[config.mk]
export PLATFORM = sky130hd
export DESIGN_NAME = burst_lsu
export DESIGN_NICKNAME = d
export VERILOG_FILES = /design/src/rtl/blsu_pkg.sv /design/src/rtl/blsu_wbuf.sv /design/src/rtl/blsu_gather.sv /design/src/rtl/blsu_scatter.sv /design/src/rtl/burst_lsu.sv
export SDC_FILE = /design/constraint.sdc
export NUM_CORES = 2
export LEC_CHECK = 0
export CAP_MARGIN = 20
export CORE_AREA = 3 3 498 500
export DETAILED_ROUTE_END_ITERATION = 6
export DIE_AREA = 0 0 501 503
export DONT_BUFFER_PORTS = 1
export PLACE_DENSITY = 0.53
export SYNTH_ARGS = -nofsm -noshare
export SYNTH_HDL_FRONTEND = slang
export SYNTH_HIERARCHICAL = 1
export SYNTH_SLANG_ARGS = --single-unit
[constraint.sdc]
create_clock -name clk -period 4.5 [get_ports clk]
set_input_delay 0.45 -clock clk [delete_from_list [all_inputs] [get_ports clk]]
set_output_delay 0.45 -clock clk [all_outputs]
set_load 0.01 [all_outputs]
[src/rtl/blsu_pkg.sv]
package blsu_pkg;

   // True when burst offset off lies inside a burst of len bytes.
   function automatic bit in_burst(input int off, input int len);
      return (off >= 0) && (off < len);
   endfunction

   // Number of 32-bit words touched by a burst starting at byte offset a.
   function automatic int words_touched(input int a, input int len);
      return ((a + len - 1) / 4) + 1;
   endfunction

endpackage

[src/rtl/blsu_wbuf.sv]
module blsu_wbuf #(
   parameter int EW    = 66,
   parameter int DEPTH = 4,
   localparam int PW   = $clog2(DEPTH)
) (
   input  logic          clk,
   input  logic          rst_n,
   input  logic          push,
   input  logic [EW-1:0] din,
   input  logic          pop,
   output logic [EW-1:0] dout,
   output logic          full,
   output logic          empty
);

   logic [EW-1:0] slot_q [DEPTH];
   logic [PW-1:0] wp_q, rp_q;
   logic [PW:0]   cnt_q;

   initial begin
      assert (DEPTH >= 2 && (1 << PW) == DEPTH)
         else $error("blsu_wbuf: DEPTH must be a power of two of at least 2");
   end

   always_ff @(posedge clk) begin
      if (push) slot_q[wp_q] <= din;
   end

   always_ff @(posedge clk or negedge rst_n) begin
      if (!rst_n) begin
         wp_q  <= '0;
         rp_q  <= '0;
         cnt_q <= '0;
      end else begin
         if (push) wp_q <= wp_q + 1'b1;
         if (pop)  rp_q <= rp_q + 1'b1;
         case ({push, pop})
            2'b10:   cnt_q <= cnt_q + 1'b1;
            2'b01:   cnt_q <= cnt_q - 1'b1;
            default: cnt_q <= cnt_q;
         endcase
      end
   end

   assign dout  = slot_q[rp_q];
   assign full  = (cnt_q == (PW+1)'(DEPTH));
   assign empty = (cnt_q == '0);

   assert_cnt_bound_R6: assert property (@(posedge clk) disable iff (!rst_n)
      cnt_q <= (PW+1)'(DEPTH));
   assert_push_room_R6: assert property (@(posedge clk) disable iff (!rst_n)
      push |-> !full);
   assert_pop_valid_R4: assert property (@(posedge clk) disable iff (!rst_n)
      pop |-> !empty);

endmodule

[src/rtl/blsu_gather.sv]
module blsu_gather #(
   parameter int WIN  = 64,
   parameter int LW   = 6,
   parameter int LENW = 7,
   parameter int IDXW = 5
) (
   input  logic [1:0]       a,
   input  logic [IDXW-1:0]  idx,
   input  logic [LENW-1:0]  len,
   input  logic [LW-1:0]    lane,
   input  logic [WIN*8-1:0] win,
   output logic [3:0]       strb,
   output logic [31:0]      word
);

   for (genvar j = 0; j < 4; j++) begin : g_byte
      int          off;
      logic        hit;
      logic [LW-1:0] tgt;
      assign off  = int'(idx) * 4 + j - int'(a);
      assign hit  = blsu_pkg::in_burst(off, int'(len));
      assign tgt  = lane + LW'(off);
      assign strb[j]        = hit;
      assign word[8*j +: 8] = hit ? win[{tgt, 3'b000} +: 8] : 8'h00;
   end

endmodule

[src/rtl/blsu_scatter.sv]
module blsu_scatter #(
   parameter int WIN  = 64,
   parameter int LW   = 6,
   parameter int LENW = 7,
   parameter int IDXW = 5
) (
   input  logic [1:0]       a,
   input  logic [IDXW-1:0]  idx,
   input  logic [LENW-1:0]  len,
   input  logic [LW-1:0]    lane,
   input  logic [31:0]      word,
   output logic [WIN-1:0]   we,
   output logic [WIN*8-1:0] data
);

   logic [3:0]    hit;
   logic [LW-1:0] tgt [4];

   for (genvar j = 0; j < 4; j++) begin : g_byte
      int off;
      assign off    = int'(idx) * 4 + j - int'(a);
      assign hit[j] = blsu_pkg::in_burst(off, int'(len));
      assign tgt[j] = lane + LW'(off);
   end

   always_comb begin
      we   = '0;
      data = '0;
      for (int l = 0; l < WIN; l++) begin
         for (int j = 0; j < 4; j++) begin
            if (hit[j] && tgt[j] == LW'(l)) begin
               we[l]          = 1'b1;
               data[8*l +: 8] = word[8*j +: 8];
            end
         end
      end
   end

endmodule

[src/rtl/burst_lsu.sv]
module burst_lsu #(
   parameter int AW        = 32,
   parameter int WIN_BYTES = 64,
   parameter int MAX_LEN   = 64,
   parameter int WB_DEPTH  = 4,
   localparam int LW   = $clog2(WIN_BYTES),
   localparam int LENW = $clog2(MAX_LEN + 1),
   localparam int MAXW = (MAX_LEN + 6) / 4,
   localparam int IDXW = $clog2(MAXW + 1),
   localparam int WAW  = AW - 2,
   localparam int EW   = WAW + 36
) (
   input  logic                 clk,
   input  logic                 rst_n,
   input  logic                 cmd_valid,
   input  logic                 cmd_store,
   input  logic [AW-1:0]        cmd_addr,
   input  logic [LENW-1:0]      cmd_len,
   input  logic [LW-1:0]        cmd_lane,
   input  logic [WIN_BYTES*8-1:0] cmd_wdata,
   output logic                 stall,
   output logic [WIN_BYTES-1:0] ld_we,
   output logic [WIN_BYTES*8-1:0] ld_data,
   output logic                 mem_req,
   output logic [WAW-1:0]       mem_addr,
   input  logic                 mem_gnt,
   input  logic [31:0]          mem_rdata,
   output logic                 wr_valid,
   input  logic                 wr_ready,
   output logic [WAW-1:0]       wr_addr,
   output logic [31:0]          wr_data,
   output logic [3:0]           wr_strb
);

   initial begin
      assert ((1 << LW) == WIN_BYTES && WIN_BYTES >= 4)
         else $error("burst_lsu: WIN_BYTES must be a power of two of at least 4");
      assert (MAX_LEN >= 1 && MAX_LEN <= WIN_BYTES)
         else $error("burst_lsu: MAX_LEN must lie in 1..WIN_BYTES");
      assert (AW > 2) else $error("burst_lsu: AW too small");
   end

   // command state
   logic                   busy_q, st_q;
   logic [1:0]             a_q;
   logic [WAW-1:0]         wbase_q;
   logic [LENW-1:0]        len_q;
   logic [LW-1:0]          lane_q;
   logic [IDXW-1:0]        nw_q, idx_q;
   logic [WIN_BYTES*8-1:0] wdat_q;

   // load pipeline
   logic                   rsp_v_q, rsp_last_q, wb_last_q;
   logic [IDXW-1:0]        rsp_idx_q;
   logic [WIN_BYTES-1:0]   ld_we_q;
   logic [WIN_BYTES*8-1:0] ld_data_q;

   logic                   accept, more, last_beat, push, fire, done;
   logic                   wb_full, wb_empty;
   logic [IDXW-1:0]        cmd_nw;
   logic [3:0]             g_strb;
   logic [31:0]            g_word;
   logic [WIN_BYTES-1:0]   s_we;
   logic [WIN_BYTES*8-1:0] s_data;
   logic [EW-1:0]          wb_din, wb_dout;

   assign accept    = cmd_valid && !busy_q;
   assign cmd_nw    = IDXW'(blsu_pkg::words_touched(int'(cmd_addr[1:0]), int'(cmd_len)));
   assign more      = idx_q < nw_q;
   assign last_beat = (idx_q == nw_q - 1'b1);
   assign push      = busy_q && st_q && more && !wb_full;
   assign mem_req   = busy_q && !st_q && more;
   assign fire      = mem_req && mem_gnt;
   assign done      = (push && last_beat) || wb_last_q;
   assign mem_addr  = wbase_q + WAW'(idx_q);
   assign stall     = busy_q;

   always_ff @(posedge clk or negedge rst_n) begin
      if (!rst_n) begin
         busy_q  <= 1'b0;
         st_q    <= 1'b0;
         a_q     <= '0;
         wbase_q <= '0;
         len_q   <= '0;
         lane_q  <= '0;
         nw_q    <= '0;
         idx_q   <= '0;
         wdat_q  <= '0;
      end else if (accept) begin
         busy_q  <= 1'b1;
         st_q    <= cmd_store;
         a_q     <= cmd_addr[1:0];
         wbase_q <= cmd_addr[AW-1:2];
         len_q   <= cmd_len;
         lane_q  <= cmd_lane;
         nw_q    <= cmd_nw;
         idx_q   <= '0;
         if (cmd_store) wdat_q <= cmd_wdata;
      end else begin
         if (push || fire) idx_q <= idx_q + 1'b1;
         if (done) busy_q <= 1'b0;
      end
   end

   // store side: gather one word per cycle into the posted buffer
   blsu_gather #(.WIN(WIN_BYTES), .LW(LW), .LENW(LENW), .IDXW(IDXW)) u_gather (
      .a(a_q), .idx(idx_q), .len(len_q), .lane(lane_q), .win(wdat_q),
      .strb(g_strb), .word(g_word)
   );

   assign wb_din = {mem_addr, g_strb, g_word};

   blsu_wbuf #(.EW(EW), .DEPTH(WB_DEPTH)) u_wbuf (
      .clk(clk), .rst_n(rst_n),
      .push(push), .din(wb_din),
      .pop(wr_valid && wr_ready), .dout(wb_dout),
      .full(wb_full), .empty(wb_empty)
   );

   assign wr_valid = !wb_empty;
   assign wr_addr  = wb_dout[EW-1 -: WAW];
   assign wr_strb  = wb_dout[35:32];
   assign wr_data  = wb_dout[31:0];

   // load side: request -> memory -> write-back
   blsu_scatter #(.WIN(WIN_BYTES), .LW(LW), .LENW(LENW), .IDXW(IDXW)) u_scatter (
      .a(a_q), .idx(rsp_idx_q), .len(len_q), .lane(lane_q), .word(mem_rdata),
      .we(s_we), .data(s_data)
   );

   always_ff @(posedge clk or negedge rst_n) begin
      if (!rst_n) begin
         rsp_v_q    <= 1'b0;
         rsp_last_q <= 1'b0;
         rsp_idx_q  <= '0;
         wb_last_q  <= 1'b0;
         ld_we_q    <= '0;
         ld_data_q  <= '0;
      end else begin
         rsp_v_q    <= fire;
         rsp_last_q <= fire && last_beat;
         rsp_idx_q  <= idx_q;
         wb_last_q  <= rsp_last_q;
         ld_we_q    <= rsp_v_q ? s_we : '0;
         ld_data_q  <= s_data;
      end
   end

   assign ld_we   = ld_we_q;
   assign ld_data = ld_data_q;

   assert_len_legal_R2: assert property (@(posedge clk) disable iff (!rst_n)
      (cmd_valid && !stall) |-> (cmd_len >= 1 && int'(cmd_len) <= MAX_LEN));
   assert_req_hold_R9: assert property (@(posedge clk) disable iff (!rst_n)
      (mem_req && !mem_gnt) |=> (mem_req && $stable(mem_addr)));
   assert_req_in_stall_R7: assert property (@(posedge clk) disable iff (!rst_n)
      mem_req |-> stall);
   assert_we_in_stall_R8: assert property (@(posedge clk) disable iff (!rst_n)
      (|ld_we) |-> stall);
   assert_strb_nonzero_R5: assert property (@(posedge clk) disable iff (!rst_n)
      wr_valid |-> (wr_strb != 4'b0000));
   assert_wr_hold_R4: assert property (@(posedge clk) disable iff (!rst_n)
      (wr_valid && !wr_ready) |=> (wr_valid && $stable({wr_addr, wr_strb, wr_data})));

endmodule

# Word-level counts from Yosys, hierarchy flattened
# Memory sizes are Yosys's and may differ from the RTL's.
# Index checks and enable logic that the tools add are counted.
# word_totals
reg_bits,1160
mem_bits_rw,264
in_bits,595
out_inout_bits,675
elab_cells,1144
n_memories,1
# classes
addsub,33
magnitude_cmp,17
n_eq_ne,256
shifts,4
mux,524
bitwise_logic,1
reduce_logical,290
# memory_table
memory,words,width,rd,rd_clocked_by_memory_dff,wr,line,source
u_wbuf.slot_q,4,66,1,0,1,blsu_wbuf.sv:16,logic [EW-1:0] slot_q [DEPTH];
# ops
op,count
$mux 8,260
$shiftx 512x10->8,4
$eq 6x6->1 const B,128
$eq 6x5->1 const B,64
$logic_and 1x1->1,274
$mux 1,260
$ge 32x1->1 const B,8
$lt 32x8->1,8
$eq 6x4->1 const B,32
$sub 32x3->32,6
$eq 6x3->1 const B,16
$mux 64,1
$add 6x6->6,8
$eq 6x2->1 const B,8
$add 7x2->8 const B,4
$add 30x5->30,1
$eq 6x1->1 const B,4
$logic_not 6->1,4
$add 7x1->8 const B,2
$sub 7x2->8,2
$mux 5,2
$sub 8x1->9 const B,1
$add 2x7->8,1
$pmux 3 s2,1
other kinds (19),26

# Longest topological paths before layout
# depth
word_depth,9
depth_mapped,21
ltp_nobuf,19

# Modules after synthesis
# Netlist, hierarchy kept.
# modules_own_cells
mod,instances,cells_each,area_each_um2,seq_area_each_um2
burst_lsu,1,2143,37360.8,28852.7
blsu_scatter,1,3682,22238.8,0.0
blsu_gather,1,1477,16881.2,0.0
blsu_wbuf,1,382,9940.8,8102.8

# Worst setup path before layout
# Ideal clock, no wire load.
# synth_timing
kind,register to register
start,reg rsp_idx_q[1]
end,reg ld_data_q[241] (netlist: ld_data[241])
setup_time_ps,126
arrival_time_ps,4172
t_required_ps,4374
setup_slack_ps,202
stages_incl_launch_ff,19
path_buffers,1
synth_period_minus_slack_ps,4298
path_cell_list,dfrtp_1 clkbuf_1 inv_1 ha_1 and3b_1 a221oi_4 inv_1 ha_1 a221oi_1 nand2_1 a31oi_1 ha_1 nand2_1 or2_2 nor2_2 nand2_1 nor2_1 a2111oi_0 a221o_1
# synth_between
elab_chain_cells,8
elab_cells_between_ends,35
classes_between,add/sub: 11; order compare: 8; eq/ne: 4; mux: 4; reduce/logical: 8
# synth_rtl
element,line,source
"start, declared",burst_lsu.sv:54,logic [IDXW-1:0] rsp_idx_q;
"start signal, assigned",burst_lsu.sv:142,rsp_idx_q <= idx_q;
$add 7x1->8 or $sub 7x2->8 (tied branches),blsu_scatter.sv:21,assign off = int'(idx) * 4 + j - int'(a);
$sub 32x3->32 (tied with other cells),blsu_scatter.sv:21,
$ge 32x1->1 (tied with other cells),blsu_pkg.sv:5,return (off >= 0) && (off < len);
$logic_and 1x1->1 (tied with other cells),blsu_pkg.sv:5,
$logic_and 1x1->1 or $mux 8 (tied branches),blsu_scatter.sv:31,if (hit[j] && tgt[j] == LW'(l)) begin
$mux 8 (2 in series),blsu_scatter.sv:31,
$mux 8 *,blsu_scatter.sv:31,
via s_data[241],burst_lsu.sv:64,logic [WIN_BYTES*8-1:0] s_data;
"end signal, assigned",burst_lsu.sv:145,ld_data_q <= s_data;
"end, declared",burst_lsu.sv:56,logic [WIN_BYTES*8-1:0] ld_data_q;
# Mark *: on every way through the listed nets, which the timed path passes. The rest lies on a longest branch.
# A chain may end at the register's enable or synchronous reset.

# Final worst setup path
# layout_timing
start,reg lane_q[0]
end,reg ld_data_q[251] (netlist: ld_data[251])
# layout_between
elab_chain_cells,7
elab_cells_between_ends,16
classes_between,add/sub: 4; eq/ne: 4; mux: 4; reduce/logical: 4
# layout_rtl
element,line,source
"start, declared",burst_lsu.sv:48,logic [LW-1:0] lane_q;
"start signal, assigned",burst_lsu.sv:95,lane_q <= cmd_lane;
$add 6x6->6,blsu_scatter.sv:23,assign tgt[j] = lane + LW'(off);
$eq 6x5->1,blsu_scatter.sv:31,
$logic_and 1x1->1,blsu_scatter.sv:31,
$mux 8 (3 in series),blsu_scatter.sv:31,
$mux 8 *,blsu_scatter.sv:31,
via s_data[251],burst_lsu.sv:64,
# Marks and branches as above.

==> reports/qor.txt <==
Status - finished with violations
Violated checks - design-rule violations, negative setup slack
Xor-xnor portion of the synthesized cell area - 1.53%
Commonest non-fill, non-tap cells in the layout - dfrtp_1 (1156), buf_4 (837), dlygate4sd3_1 (591)
# port buffers - 0
Worst Skew - 58.9 ps
Startpoint types - register
DR vias - 83900
Largest net degree at the start of global routing - 229
Most common cell after layout, fill and taps aside - dfrtp_1
Met3 WL - 76.0 mm
Yosys cell types - 116
Gr usage total - 42.1%
Tightest Pin Transition - 1500 ps
Fin crit period - 4580 ps
H-tree depth - 4
Max-cap viol count - 0
Clock Sinks - 1424
CTS max path bufs - 3
Post-Synthesis Cells - 7684
Share of cells above drive strength 1 - 27.6%
Vias in the first global route - 79700
Final hold violation count - 0
DRC Markers - 17
RSZ-0062 raised after global routing - yes
Die height - 503 um
Congestion Overflow GR - 0
CTS clock-pin slew for the worst setup and hold paths - 60 ps
First-pass GRT wire length - 726 mm
Mux cell area share after synthesis - 22.7%
Post-Syn Area - 86400 um^2
Die area - 252000 um^2
Final Cell Area - 109000 um^2
CTS buffer count - 164
Final wirelength - 551 mm
Post-synthesis adder-cell area fraction - 2.34%
Ys async rst share - 81.5%
Critical path fanouts, max - 9
HP Class - primary input to register
Synthesized Nets - 8434
Synthesis-to-layout area growth - 26.1%
Initial Util - 35.5%
Post-route ant nets - 0
Seq/Total Area, Yosys - 42.8%
WS Path Type - register to register
#FFs+latches synth - 1424
Post-place instance area - 96200 um^2
CTS Root Cell - clkbuf_16
Worst setup EP type - register
Dominant combinational cell family by area after synthesis - multiplexers
Placement row count - 181
Die Width - 501 um
Synth Area in Compound Gates - 16.3%
Total core area - 243000 um^2
Pre-antenna DRT Iters - 7
Routed len/inst - 45.3 um
Met2 WL post-DR - 219 mm
WL met1 - 205 mm
Antenna violations before repair - 183
Fillers - 22400
1st-iter DRT viols - 13300
Final net count - 9475
Final setup viols - 1
Syn Area/Cell - 11.2 um^2
Fmax - 0.218 GHz
I/O pin cnt - 1270
Clk_lat worst skew - 860 ps
GPL Wtd Cong - 1.09
Post-synth EDFFs - 264
Setup WS post-layout - -84.9 ps
Max transition margin - 0.0954%
WP data required - 5230 ps
HPWL after detailed placement - 399 mm
Top Layer Used - met5
CTS tree - built
Data arrival, critical path - 5310 ps
Yosys warnings - 6
Simple-gate portion of the synthesized area - 10.2%
Final slew viol count - 0
Top_reg_cell synth - dfrtp_1
Vias per cell - 6.89
Period utilization - 102%
-- per-layer routing --
layer / GRT usage, % / vias up
met5: 0 / -
met4: 30.9 / 68
met3: 18.1 / 2122
met2: 57.8 / 7166
met1: 52.5 / 42600
li1: - / 31900
-- layout make-up --
cell class,instances,area [um^2],area share (%)
well taps,3202,4010,3.68
clock buffers,201,4490,4.12
diodes,104,260,0.239
clock inverters,100,1180,1.08
inverters,97,364,0.334
multi-input cells,5465,46500,42.7
flip-flops and latches,1424,37000,33.9
repair buffers,1573,15200,13.9
-- final timing paths --
kind | to | slack, ps | cells past startpoint | startpoint
min in group asynchronous | wbase_q[19]$_DFFE_PN0P_ | 90 | 2 | rst_n
min reg2reg | wb_last_q$_DFF_PN0_ | 350 | 0 | rsp_last_q$_DFF_PN0_
max in group asynchronous | ld_data[426]$_DFF_PN0_ | 940 | 5 | rst_n
min | ld_data[403]$_DFF_PN0_ | 40 | 2 | mem_rdata[11]
max | ld_data[251]$_DFF_PN0_ | -80 | 11 | lane_q[0]$_DFFE_PN0P_
max reg2reg | ld_data[251]$_DFF_PN0_ | -80 | 11 | lane_q[0]$_DFFE_PN0P_
-- state kept, by name, indices dropped and copies added (netlist names) --
signal / count
a_q: 2
idx_q: 5
lane_q: 6
ld_data: 512
ld_we: 64
len_q: 7
nw_q: 5
rsp_idx_q: 5
rsp_last_q: 1
rsp_v_q: 1
st_q: 1
stall: 1
u_wbuf/cnt_q: 3
u_wbuf/rp_q: 2
u_wbuf/slot_q: 264
u_wbuf/wp_q: 2
wb_last_q: 1
wbase_q: 30
wdat_q: 512
-- per-stage QoR --
stage	util [%]	hold slack (ps)	instances	setup slack, ps	TNS [ps]
after floorplan	-	154	7684	202	0
after global placement	39.5	160	11100	-421	-9050
after detailed placement	39.5	160	11100	-376	-6920
after CTS	44.5	0.304	12000	1.74	0
after global routing	44.7	11.0	12100	-73.0	-400
final	44.8	38.1	12200	-84.9	-84.9
-- kinds of logic (layout without fill, tap and decap cells) --
| group | Yosys count | in the layout |
|---|---|---|
| compound gates | 1882 | 1882 |
| xor+xnor | 127 | 127 |
| fa+ha+maj | 155 | 155 |
| buf+inv | 795 | 1971 |
| flops | 1424 | 1424 |
| mux | 1357 | 1357 |
| other cells | 0 | 104 |
| simple gates | 1944 | 1944 |
-- synthesized netlist by cell type (114+ instances only) --
| cell type | n | area [um^2] |
|---|---|---|
| buf_2 | 175 | 876 |
| nor2_1 | 604 | 2270 |
| edfxtp_1 | 264 | 7930 |
| mux2i_1 | 382 | 3820 |
| a21oi_1 | 174 | 871 |
| o21ai_0 | 372 | 1860 |
| mux4_2 | 400 | 9010 |
| nand2_1 | 592 | 2220 |
| a221oi_1 | 246 | 2150 |
| a221o_1 | 235 | 2350 |
| nor3_1 | 258 | 1290 |
| ha_1 | 144 | 1800 |
| and2_1 | 114 | 713 |
| mux2_2 | 555 | 6250 |
| clkbuf_1 | 412 | 1550 |
| nand3_1 | 161 | 806 |
| a22oi_1 | 178 | 1340 |
| dfrtp_1 | 1160 | 29000 |
-- critical path, stage by stage, from the launching register on --
cell and delay [ps]:
dfrtp_1 560, ha_1 250, inv_1 80, fa_1 520
nand2b_1 280, a21oi_1 270, mux2i_1 540, o21a_2 620
nand2_1 510, o221ai_1 510, o21ai_0 160, buf_4 170
-- what timing repair did --
item,4_1_cts,5_1_grt
setup endpoints to repair,71,455
cloned,0,1
hold buffers,604,4
endpoints found under the hold margin,1340,3
gates resized for setup,23,62
setup buffers,1,10
pin swaps,0,10
Power is left out: the tool's default activity adds up to more than one toggle a clock period on the data nets, which glitch-free logic cannot reach.
